### src/rtl/twi_byte_master.sv
module twi_byte_master (
  input  logic       clk,
  input  logic       rst_n,
  input  logic       reg_we,
  input  logic [2:0] reg_addr,
  input  logic [7:0] reg_wdata,
  output logic [7:0] reg_rdata,
  output logic       irq,
  output logic       scl_oe,
  input  logic       sda_i,
  output logic       sda_oe
);
  localparam logic [2:0] A_DATA = 3'd0, A_CTRL = 3'd1, A_STAT = 3'd2, A_PER = 3'd3, A_DIV = 3'd4;
  localparam int CW = 24;
  localparam logic [7:0] ST_IDLE = 8'hF8;

  typedef enum logic [1:0] {OP_START, OP_BYTE, OP_STOP} op_t;

  logic [7:0] dat, st, thp;
  logic [6:0] dctl;
  logic       en, aak, flag, busy, active, need_addr, cur_addr, rd, ack_ok;
  op_t        op, op_nx, launch_op;
  logic [1:0] q, q_nx;
  logic [3:0] bitn, bit_nx;
  logic [CW-1:0] cnt, lim;
  logic       ctrl_wr, launch, tick, fin, step, enter, rx_cur, rx_nx;

  assign lim     = ((CW'(thp) + CW'(1)) * (CW'(dctl[6:3]) + CW'(1)) * CW'(5)) << dctl[2:0];
  assign tick    = (cnt == lim - CW'(1));
  assign ctrl_wr = reg_we && reg_addr == A_CTRL && !busy;
  assign launch  = ctrl_wr && reg_wdata[6] && (reg_wdata[5] || active);
  assign launch_op = reg_wdata[5] ? OP_START : (reg_wdata[4] ? OP_STOP : OP_BYTE);
  assign fin     = busy && tick && q == 2'd3 && (op != OP_BYTE || bitn == 4'd8);
  assign step    = busy && tick && !fin;
  assign enter   = launch || step;
  assign q_nx    = launch ? 2'd0 : q + 2'd1;
  assign bit_nx  = launch ? 4'd0 : (q == 2'd3 ? bitn + 4'd1 : bitn);
  assign op_nx   = launch ? launch_op : op;
  assign rx_cur  = !cur_addr && rd;
  assign rx_nx   = launch ? (!need_addr && rd) : rx_cur;
  assign irq     = flag;

  always_comb begin
    case (reg_addr)
      A_DATA:  reg_rdata = dat;
      A_CTRL:  reg_rdata = {1'b0, en, 2'b00, flag, aak, 2'b00};
      A_STAT:  reg_rdata = st;
      A_PER:   reg_rdata = thp;
      A_DIV:   reg_rdata = {1'b0, dctl};
      default: reg_rdata = 8'h00;
    endcase
  end

  always_ff @(posedge clk or negedge rst_n) begin
    if (!rst_n) begin
      scl_oe <= 1'b0;
      sda_oe <= 1'b0;
    end else if (enter) begin
      case (op_nx)
        OP_START: case (q_nx)
          2'd0: sda_oe <= 1'b0;
          2'd1: scl_oe <= 1'b0;
          2'd2: sda_oe <= 1'b1;
          default: scl_oe <= 1'b1;
        endcase
        OP_STOP: case (q_nx)
          2'd0: sda_oe <= 1'b1;
          2'd1: scl_oe <= 1'b0;
          2'd2: sda_oe <= 1'b0;
          default: ;
        endcase
        default: case (q_nx)
          2'd0: sda_oe <= (bit_nx == 4'd8) ? (rx_nx && aak)
                                           : (!rx_nx && !dat[3'd7 - bit_nx[2:0]]);
          2'd1: scl_oe <= 1'b0;
          2'd3: scl_oe <= 1'b1;
          default: ;
        endcase
      endcase
    end
  end

  always_ff @(posedge clk or negedge rst_n) begin
    if (!rst_n) begin
      dat <= '0; st <= ST_IDLE; thp <= '0; dctl <= '0;
      en <= 1'b0; aak <= 1'b0; flag <= 1'b0; busy <= 1'b0; active <= 1'b0;
      need_addr <= 1'b0; cur_addr <= 1'b0; rd <= 1'b0; ack_ok <= 1'b0;
      op <= OP_START; q <= '0; bitn <= '0; cnt <= '0;
    end else begin
      if (reg_we && !busy) begin
        case (reg_addr)
          A_DATA: dat  <= reg_wdata;
          A_PER:  thp  <= reg_wdata;
          A_DIV:  dctl <= reg_wdata[6:0];
          default: ;
        endcase
      end
      if (ctrl_wr) begin
        en   <= reg_wdata[6];
        aak  <= reg_wdata[2];
        flag <= 1'b0;
      end
      if (launch) begin
        busy <= 1'b1; op <= launch_op; q <= '0; bitn <= '0; cnt <= '0;
        if (launch_op == OP_BYTE) begin
          cur_addr  <= need_addr;
          need_addr <= 1'b0;
          if (need_addr) rd <= dat[0];
        end
      end else if (busy) begin
        cnt <= tick ? '0 : cnt + CW'(1);
        if (step) begin
          q    <= q_nx;
          bitn <= bit_nx;
        end
      end
      if (step && op == OP_BYTE && q_nx == 2'd2) begin
        if (bitn != 4'd8) begin
          if (rx_cur) dat <= {dat[6:0], sda_i};
        end else begin
          ack_ok <= !sda_i;
        end
      end
      if (fin) begin
        busy <= 1'b0;
        case (op)
          OP_START: begin
            st <= active ? 8'h10 : 8'h08;
            active <= 1'b1; need_addr <= 1'b1; flag <= 1'b1;
          end
          OP_BYTE: begin
            flag <= 1'b1;
            if (cur_addr) st <= rd ? (ack_ok ? 8'h40 : 8'h48) : (ack_ok ? 8'h18 : 8'h20);
            else          st <= rd ? (aak ? 8'h50 : 8'h58)    : (ack_ok ? 8'h28 : 8'h30);
          end
          default: begin
            st <= ST_IDLE; active <= 1'b0; need_addr <= 1'b0;
          end
        endcase
      end
    end
  end

  p_flag_idle_r10: assert property (@(posedge clk) disable iff (!rst_n) busy |-> !flag);
  p_flag_after_step_r10: assert property (@(posedge clk) disable iff (!rst_n) $rose(flag) |-> $past(busy));
  p_sda_scl_low_r11: assert property (@(posedge clk) disable iff (!rst_n)
    (busy && op == OP_BYTE && !$stable(sda_oe)) |-> scl_oe);
  p_idle_released_r8: assert property (@(posedge clk) disable iff (!rst_n)
    (!active && !busy) |-> (!scl_oe && !sda_oe));
  p_idle_status_r8: assert property (@(posedge clk) disable iff (!rst_n)
    (!active && !busy) |-> st == ST_IDLE);
endmodule

### config.mk
export PLATFORM = sky130hd
export DESIGN_NAME = twi_byte_master
export DESIGN_NICKNAME = d
export VERILOG_FILES = /design/src/rtl/twi_byte_master.sv
export SDC_FILE = /design/constraint.sdc
export NUM_CORES = 1
export LEC_CHECK = 0
export ABC_AREA = 0
export BUFFER_PORTS_ARGS = -buffer_cell sky130_fd_sc_hd__buf_2
export CAP_MARGIN = 0
export CORE_MARGIN = 2
export CORE_UTILIZATION = 30
export CTS_CLUSTER_DIAMETER = 80
export DETAILED_ROUTE_END_ITERATION = 8
export GPL_TIMING_DRIVEN = 1
export PLACE_DENSITY = 0.44
export SLEW_MARGIN = 25
export SYNTH_ARGS = -nofsm -noshare
export SYNTH_HDL_FRONTEND = slang
export SYNTH_SLANG_ARGS = --single-unit
export TNS_END_PERCENT = 10
### constraint.sdc
create_clock -name clk -period 8.8 [get_ports clk]
set_input_delay 0.44 -clock clk [delete_from_list [all_inputs] [get_ports clk]]
set_output_delay 0.44 -clock clk [all_outputs]
set_load 0.01 [all_outputs]
After elaboration in Yosys (flattened, before gate mapping)

Cells that the tools add are included.

Flip-flop bits (word level): 74
Bits of input ports: 15
Output and inout port bits: 11
Logic and storage cells: 149

Add/subtract/negate cells: 7
$mul: 2
$lt $le $gt $ge: 1
Equal/unequal tests: 20
Shift-type cells: 1
Mux-type cells: 52
Bitwise gates (word level): 2
Reductions and logical operators: 45

Operators with widths:

| kind                                                | count |
|---|---|
| 2-to-1 mux 24 bit                                   | 3 |
| 2-to-1 mux 8 bit                                    | 5 |
| one-hot mux 8 bit (5 select lines)                  | 1 |
| 2-to-1 mux 4 bit                                    | 7 |
| adder 24 x 1 -> 24 bit, second input constant       | 1 |
| equality test 24 bit                                | 1 |
| << shifter 17 x 3 -> 24 bit                         | 1 |
| subtractor 24 x 1 -> 24 bit, second input constant  | 1 |
| 2-to-1 mux 7 bit                                    | 3 |
| multiplier 14 x 3 -> 17 bit, second input constant  | 1 |
| one-hot mux 1 bit (2 select lines)                  | 8 |
| one-hot mux 8 bit (2 select lines)                  | 1 |
| logical AND 1 bit                                   | 15 |
| multiplier 9 x 5 -> 14 bit                          | 1 |
| 2-to-1 mux 2 bit                                    | 7 |
| 2-to-1 mux 1 bit                                    | 13 |
| AND reduction 2 bit                                 | 6 |
| 2-to-1 mux 5 bit                                    | 2 |
| adder 8 x 1 -> 9 bit, second input constant         | 1 |
| equality test 2 bit, second input constant          | 4 |
| equality test 4 bit, second input constant          | 2 |
| AND reduction 4 bit                                 | 2 |
| logical NOT 1 bit                                   | 7 |
| equality test 2 x 1 -> 1 bit, second input constant | 3 |
| 22 further kinds                                    | 34 |

Longest topological paths before layout

Gate-level depths: netlist of run 1.

Word-level depth: 14
Gate-level depth with buffers: 37
Mapped depth without buffers: 35

Least setup slack after synthesis of run 1

No wires, ideal clock.

Path type: flip-flop to flip-flop
Start: reg thp[0]
End: reg dat[0]
Setup time: 125 ps
Arrival: 8831 ps
Data required time: 8675 ps
Setup slack: -156 ps
Stages on the path, launching flop included: 33
Path buffers: 3
Clock period less this slack: 8956 ps
Cells stage by stage: dfrtp_1 > clkbuf_1 > and3_1 > nand3_1 > xnor2_1 > nand2_1 > fa_1 > inv_1 > fa_1 > fa_1 > ha_1 > a21oi_1 > a21boi_0 > and2_1 > a311oi_2 > inv_1 > ha_1 > ha_1 > clkbuf_1 > and3_1 > a31oi_1 > o211ai_4 > xor2_2 > a222oi_1 > o21ai_2 > o31a_1 > nand3b_4 > o311a_1 > or3_1 > a221o_1 > or4_1 > buf_6 > mux2_4

Longest elaborated chain between the ends: 14

RTL lines:

| what                              | line   | source |
|---|---|---|
| start, declared                   | 19     | `logic [7:0] dat, st, thp;` |
| start signal, assigned            | 93     | `A_PER: thp <= reg_wdata;` |
| adder 8 x 1 -> 9 bit *            | 28     | `assign lim = ((CW'(thp) + CW'(1)) * (CW'(dctl[6:3]) + CW'(1)) * CW'(5)) << dctl[2:0];` |
| multiplier 9 x 5 -> 14 bit *      | 28     |  |
| multiplier 14 x 3 -> 17 bit *     | 28     |  |
| << shifter 17 x 3 -> 24 bit *     | 28     |  |
| subtractor 24 x 1 -> 24 bit *     | 29     | `assign tick = (cnt == lim - CW'(1));` |
| equality test 24 bit *            | 29     |  |
| logical AND 1 bit *               | 33, 34 |  |
| logical AND 1 bit (2 in series)   | 33     | `assign fin = busy && tick && q == 2'd3 && (op != OP_BYTE \|\| bitn == 4'd8);` |
| logical NOT 1 bit                 | 34     | `assign step = busy && tick && !fin;` |
| logical AND 1 bit *               | 34     |  |
| logical AND 1 bit * (2 in series) | 117    | `if (step && op == OP_BYTE && q_nx == 2'd2) begin` |
| 2-to-1 mux 8 bit *                | 117    |  |
| end signal, assigned              | 92     | `A_DATA: dat <= reg_wdata;` |
| end signal, assigned              | 119    | `if (rx_cur) dat <= {dat[6:0], sda_i};` |
| end, declared                     | 19     |  |

Mark *: on every way between the ends. The rest lies on a longest branch, timed or not.
A chain may end at the register's enable or synchronous reset.

Worst setup path in the final report of run 1

Start: reg thp[1]
End: reg dat[2]

Same word-level chain as after synthesis.

==> summary.md, run 1 <==
| Metric | Value |
|---|---|
| Status | finished clean |
| Largest family of logic cells by synthesized area | simple AND/OR/NAND/NOR gates |
| Crit path max-delay family | adder cells |
| CTS tree | yes |
| Syn-to-layout area delta | 24.64% |
| Synthesis-stage register bit count | 71 |
| Max-slew violations | 0 |
| Worst Hold Slack | 0.3535 ns |
| Maximum root-to-sink buffer count | 2 |
| Per-cell routed wire length | 15.70 µm |
| Worst Hold Depth | 2 |
| Worst Hold Class | primary input to register |
| Yosys top cell by area | dfrtp_1 |
| Inserted Clock Buffers | 9 |
| Crit path max-delay cell type | fa_1 |
| Gate Count Post-Synth | 1029 |
| Dominant synthesized flop cell | dfrtp_1 |
| Fillers | 2880 |
| Most common cell in the netlist | nand2_1 |
| Post-synthesis cell area | 8516 µm² |
| MaxCap Viol Count | 0 |
| HPWL after detailed placement | 18.49 mm |
| Synth warn | 0 |
| Die Ht | 172.5 µm |
| Post-synth EDFFs | 0 |
| Synth Area in XOR/XNOR | 7.905% |
| Synth top cells by count | nand2_1, dfrtp_1, nor2_1 |
| Crit path from | thp[1] |
| Fin nets | 1240 |
| Placer congestion estimate | 0.8352 |
| Syn Nets | 1122 |
| Post-synth ARST share | 100.0% |
| Num Clock Sinks | 71 |
| CP Launch Type | register |
| Post-Synth Simple-Gate Area | 24.64% |
| GRT Residual Overflow | 0 |
| Vias per cell | 5.070 |
| Period minus WS final | 8.640 ns |
| Setup violators final | 0 |
| Final Util | 38.10% |
| Adder and majority cell fraction of the synthesized area | 13.40% |
| Beginning of the worst hold path | sda_i |
| Drt total wl | 24.02 mm |
| Worst-margin pin slew | 0.8399 ns |
| Avg Inst Size Synth | 8.276 µm² |
| Synth cell types | 84 |
| All-Layer GR Usage | 16.10% |
| Worst reg2reg path depth | 34 |
| Arr. time, crit path | 8.86 ns |
| Die area | 29750 µm² |
| Drt drc | 0 |
| # diodes | 0 |
| Mux contribution to synthesized area | 9.962% |
| Fmax achieved | 115.7 MHz |
| Crit path top cell by count | fa_1 |
| Root buffer cell | clkbuf_16 |
| Port Buf Inserts | 25 |
| Final period util | 98.18% |
| CP endpoint kind | register |
| Sequential fraction of the synthesis area | 20.94% |
| Worst EP required | 9.02 ns |
| Top cells by area, synth | dfrtp_1, ha_1, nand2_1, fa_1, mux2_2 |
| Initial Util | 30.57% |
| Clk_lat worst skew | 0.34 ns |
| Compound-Gate Fraction of Synth Area | 18.19% |
| Core Area | 27860 µm² |
| First-pass GRT wire length | 38.47 mm |
| # rows | 61 |
| RSZ-0062 raised after global routing | yes |
| Hold Fails Final Rpt | 0 |
| Vias in the first global route | 7250 |
| Die span in x | 172.5 µm |
| Vias | 7757 |
| Critical path peak fanout | 8 |
| R2R Path Start | thp[1] |
| Worst clock skew | 0.01314 ns |
| Final ANT Viol Nets | 0 |
| Clk pin slew, worst setup/hold paths | 0.07 ns |
| Share of cells above drive strength 1 | 25.87% |
| Largest net degree at the start of global routing | 72 |
| Initial antenna violation count | 0 |
| Hold Path Sink | ack_ok |
| IO Pins | 26 |
| Post-synth top area share | 19.39% |
| Critical path buffers and inverters | 5 |
| R2R setup slack | 0.16 ns |
| 1st-iter DRT viols | 437 |
| Final TNS setup | 0 ns |
| Htree depth | 3 |
| Crit Path Class | register to register |
| Drt first pass iters | 5 |
| Slew margin rel. | 43.89% |
| Worst R2R End | dat[2] |
| Slowest stage delay, CP | 0.54 ns |
==> through the flow <==
step	setup slack, ns	instance area, µm²	instances
5_1_grt	-0.2307	10610	1530
6_report	0.1602	10610	1530
3_5_place_dp	-0.2349	9788	1490
4_1_cts	0.02020	10180	1508
3_3_place_gp	-0.09827	9788	1490
2_1_floorplan	0.01175	8553	1029
==> cell usage in the layout (no fill, tap or decap), drive strengths merged, types with 15 or more instances in the layout <==
| cell type | instances |
|---|---|
| fa | 22 |
| o21ai | 36 |
| mux2i | 30 |
| xnor2 | 38 |
| and3 | 21 |
| inv | 55 |
| nor3 | 44 |
| nand2b | 17 |
| nor2b | 19 |
| nand2 | 121 |
| o211ai | 15 |
| xor2 | 38 |
| ha | 56 |
| nor2 | 62 |
| mux2 | 40 |
| buf | 159 |
| dfrtp | 66 |
| a21oi | 50 |
| nand3 | 37 |
==> layout make-up <==
class	count	area [µm²]	area share, %
clock buffers	10	229.0	2.157
clock inverters	6	68.82	0.6484
inverters	55	206.4	1.945
multi-input cells	850	6654	62.69
flip-flops and latches	71	1783	16.80
well taps	378	473.0	4.456
repair buffers	160	1200	11.30
==> worst max-delay path by stage <==
| stage | to | slack (ns) | depth (start not counted) |
|---|---|---|---|
| global placement | dat[5] | -0.1 | 35 |
| CTS | dat[2] | 0.02 | 32 |
| global route | dat[2] | -0.23 | 36 |
| finish | dat[2] | 0.16 | 34 |
| floorplan | dat[0] | 0.01 | 37 |
| detailed placement | dat[3] | -0.23 | 35 |
==> timing repair <==
item	CTS	global route
pin swaps	12	48
gates resized for setup	16	50
cloned	0	1
hold endpoints to repair	0	10
hold buffers	0	1
endpoints found under the setup margin	21	50
buffers inserted	2	19
==> worst reg2reg max path, delay by kind of cell, from the launching register on <==
kind | cells | cell delay, ns
DFF | 1 | 0.40
buffers and inverters | 5 | 0.69
AOI/OAI and AO/OA | 10 | 2.26
xor gates and xnor gates | 3 | 0.61
and+or+nand+nor | 9 | 1.80
adders and majority gates | 6 | 2.44
muxes | 1 | 0.29
==> metal layers <==
| metal | track usage [%] | share of wire (%) | vias to the layer above |
|---|---|---|---|
| met5 | 0 | 0 | - |
| met4 | 3.252 | 0.89 | 0 |
| met3 | 1.396 | 1.2 | 14 |
| met2 | 25.67 | 47 | 52 |
| met1 | 23.66 | 51 | 3741 |
| li1 | - | - | 3950 |
==> registers in the layout, summed over array words and instances, names as in the netlist <==
name / cells
st: 5
sda_oe: 1
active: 1
q: 2
ack_ok: 1
thp: 8
need_addr: 1
rd: 1
scl_oe: 1
busy: 1
dctl: 7
op: 2
aak: 1
dat: 8
cnt: 24
bitn: 4
en: 1
irq: 1
cur_addr: 1
==> cell families (layout without fill, tap and decap cells) <==
kind of cell / count (synthesis) / after routing
AND/OR/NAND/NOR: 406 / 406
AO/OA/AOI/OAI: 217 / 217
buffers and inverters: 108 / 231
multiplexers: 73 / 73
adder cells (fa/ha/maj): 78 / 78
XOR/XNOR: 76 / 76
flip-flops: 71 / 71
Power of run 1 is left out: the tool's default activity adds up to more than one toggle a clock period on the data nets, which glitch-free logic cannot reach.
==> run 2, diff against run 1 <==
--- a/config.mk
+++ b/config.mk
@@ -8,6 +8,7 @@
 export ABC_AREA = 0
 export BUFFER_PORTS_ARGS = -buffer_cell sky130_fd_sc_hd__buf_2
 export CAP_MARGIN = 0
+export CORE_ASPECT_RATIO = 2
 export CORE_MARGIN = 2
 export CORE_UTILIZATION = 30
 export CTS_CLUSTER_DIAMETER = 80
==> run 2 against run 1 <==
Flip-flop and latch count unchanged. Worst hold slack worse by 0.29 ns. First-iteration DRC count down 33%. Global-route usage up 2.2 points. Sequential share of layout area up 0.053 points. Worst setup slack better by 0.0061 ns. Largest cell class unchanged.
==> summary.md, run 2 (synthesis results as in run 1) <==
| Metric | Value |
|---|---|
| Most common cell after layout, fill and taps aside | buf_4 |
| GRT Residual Overflow | 0 (unchanged) |
| MaxCap Viol Count | 0 (unchanged) |
| Vias | 8001 (+3.1%) |
| Die span in x | 123.1 µm (-29%) |
| # diodes | 0 (unchanged) |
| Worst clock skew | 0.01160 ns (-0.001540 ns) |
| Crit path from | thp[0] |
| Regs by FF count | cnt: 24 flops, dat: 8 flops, thp: 8 flops |
| Vias per cell | 5.281 (+4.2%) |
| Per-cell routed wire length | 17.62 µm (+12%) |
| Maximum root-to-sink buffer count | 2 (unchanged) |
| Critical path peak fanout | 8 (unchanged) |
| Gr busiest metal | met2 |
| Largest net degree at the start of global routing | 72 (unchanged) |
| Num Clock Sinks | 71 (unchanged) |
| Syn-to-layout area delta | 24.33% |
| Final cell count without fillers | 1515 (-0.98%) |
| Crit path max-delay cell type | fa_1 |
| Fin nets | 1247 (+0.56%) |
| RSZ-0062 raised after global routing | yes |
| Worst R2R End | sda_oe |
| Max-slew violations | 0 (unchanged) |
| Reg with most FFs | cnt |
| Inserted Clock Buffers | 9 (unchanged) |
| Clk_lat worst skew | 0.36 ns (+0.02 ns) |
| Final ANT Viol Nets | 0 (unchanged) |
| Period minus WS final | 8.634 ns (-0.006108 ns) |
| HPWL after detailed placement | 21.35 mm (+15%) |
| Initial Util | 30.32% (-0.25 points) |
| Crit Path Class | register to register |
| Setup violators final | 0 (unchanged) |
| Drt first pass iters | 4 (-1) |
| Most frequent cells in the layout | buf_4, nand2_1, dfrtp_1 |
| Placer congestion estimate | 0.8540 (+2.3%) |
| Fmax achieved | 115.8 MHz (about the same) |
| Port Buf Inserts | 25 (unchanged) |
| First-pass GRT wire length | 43.04 mm (+12%) |
| Clk pin slew, worst setup/hold paths | 0.06 ns (about the same) |
| Drt total wl | 26.70 mm (+11%) |
| Stages on worst setup path | 33 (-2.9%) |
| Status | finished clean |
| # rows | 87 (+43%) |
| Core Area | 28080 µm² (+0.81%) |
| Met1 Use GR | 18.66% (-5.0 points) |
| Die Ht | 242.3 µm (+40%) |
| Final period util | 98.11% (about the same) |
| Arr. time, crit path | 8.92 ns (+0.06 ns) |
| IO Pins | 26 (unchanged) |
| Vias in the first global route | 8283 (+14%) |
| CP endpoint kind | register |
| Share of cells above drive strength 1 | 26.32% (+0.45 points) |
| Placed cell count | 1488 (-0.13%) |
| Root buffer cell | clkbuf_16 |
| Slowest stage delay, CP | 0.65 ns (+0.11 ns) |
| Critical path buffers and inverters | 5 (unchanged) |
| Worst Hold Class | primary input to async pin |
| Hold Fails Final Rpt | 0 (unchanged) |
| Fillers | 2996 (+4.0%) |
| R2R setup slack | 0.17 ns (about the same) |
| Die area | 29830 µm² (+0.28%) |
| Initial antenna violation count | 0 (unchanged) |
| Flip-flop count of the largest register after layout | 24 (unchanged) |
| Slew margin rel. | 43.52% (-0.37 points) |
| Worst reg2reg path depth | 33 (-2.9%) |
| R2R Path Start | thp[0] |
| CTS tree | yes |
| CP Launch Type | register |
| Crit path max-delay family | compound AO/OA/AOI/OAI gates |
| Worst EP required | 9.09 ns (+0.07 ns) |
| Worst Setup EP | sda_oe |
| All-Layer GR Usage | 18.26% (+2.2 points) |
| Drt drc | 0 (unchanged) |
| Worst-margin pin slew | 0.8454 ns (+0.005493 ns) |
| GR Util met2 | 36.51% (+11 points) |
| CTS Hold Bufs | 0 (unchanged) |
| Met3 usage | 1.412% (+0.016 points) |
| Htree depth | 3 (unchanged) |
| 1st-iter DRT viols | 292 (-33%) |
| Crit path top cell by count | fa_1 |
run 2: changes by cell type in the layout (fill, tap and decap cells not counted), moves of 2 or more:
cell      delta
a21oi_2      +2
nor2b_4      +2
nor2b_2      -2
ha_4         -2
a21boi_1     +2
a21boi_2     -3
buf_4       +10
run 2: per-stage QoR:
step / hold slack, ns / TNS (ns) / util, % / worst slack (ns) / cell area, µm²
2_1_floorplan: 0.1444 / 0 / - / 0.01175 / 8553
4_1_cts: 0.2592 / 0 / 36.75 / 0.007254 / 10320
6_report: 0.06317 / 0 / 37.70 / 0.1663 / 10590
3_5_place_dp: 0.4601 / -5.731 / 35.29 / -0.3212 / 9911
5_1_grt: 0.1307 / -10.42 / 37.70 / -0.3310 / 10590
3_3_place_gp: 0.4611 / -2.515 / 35.29 / -0.2183 / 9911
run 2: final cells by class:
cell class | count | area, µm² | area share [%]
Clock buffer | 10 | 229.0 | 2.163
Clock inverter | 6 | 68.82 | 0.6500
Inverter | 55 | 206.4 | 1.950
Multi-Input combinational cell | 850 | 6625 | 62.57
Sequential cell | 71 | 1784 | 16.85
Tap cell | 356 | 445.4 | 4.207
Timing Repair Buffer | 167 | 1229 | 11.60
run 2: worst min path at each step:
stage / cells after the start / slack (ns) / end / from
2_1_floorplan: 0 / 0.14 / aak / rst_n
3_3_place_gp: 2 / 0.46 / st[4] / st[4]
3_5_place_dp: 2 / 0.46 / st[4] / st[4]
4_1_cts: 1 / 0.26 / cnt[15] / rst_n
5_1_grt: 1 / 0.13 / cnt[16] / rst_n
6_report: 1 / 0.06 / cnt[15] / rst_n
run 2: repair_timing:
action / 4_1_cts / 5_1_grt
buffers inserted: 4 / 8
setup endpoints to repair: 48 / 50
resized for setup: 21 / 41
pin swaps: 24 / 33
run 2: layer usage:
metal	up-vias	part of all wire, %
met5	-	0
met4	0	3.1
met3	40	1.1
met2	86	59
met1	3910	37
li1	3965	-
run 2: worst reg2reg max path: cells and delay by family (launching register included):
family / cells / cell delay [ns]
compound gates: 11 / 2.78
flops: 1 / 0.37
xor+xnor: 3 / 0.52
fa+ha+maj: 7 / 2.69
buf+inv: 5 / 0.72
simple gates: 7 / 1.52
Power of run 2 is left out for the same reason.
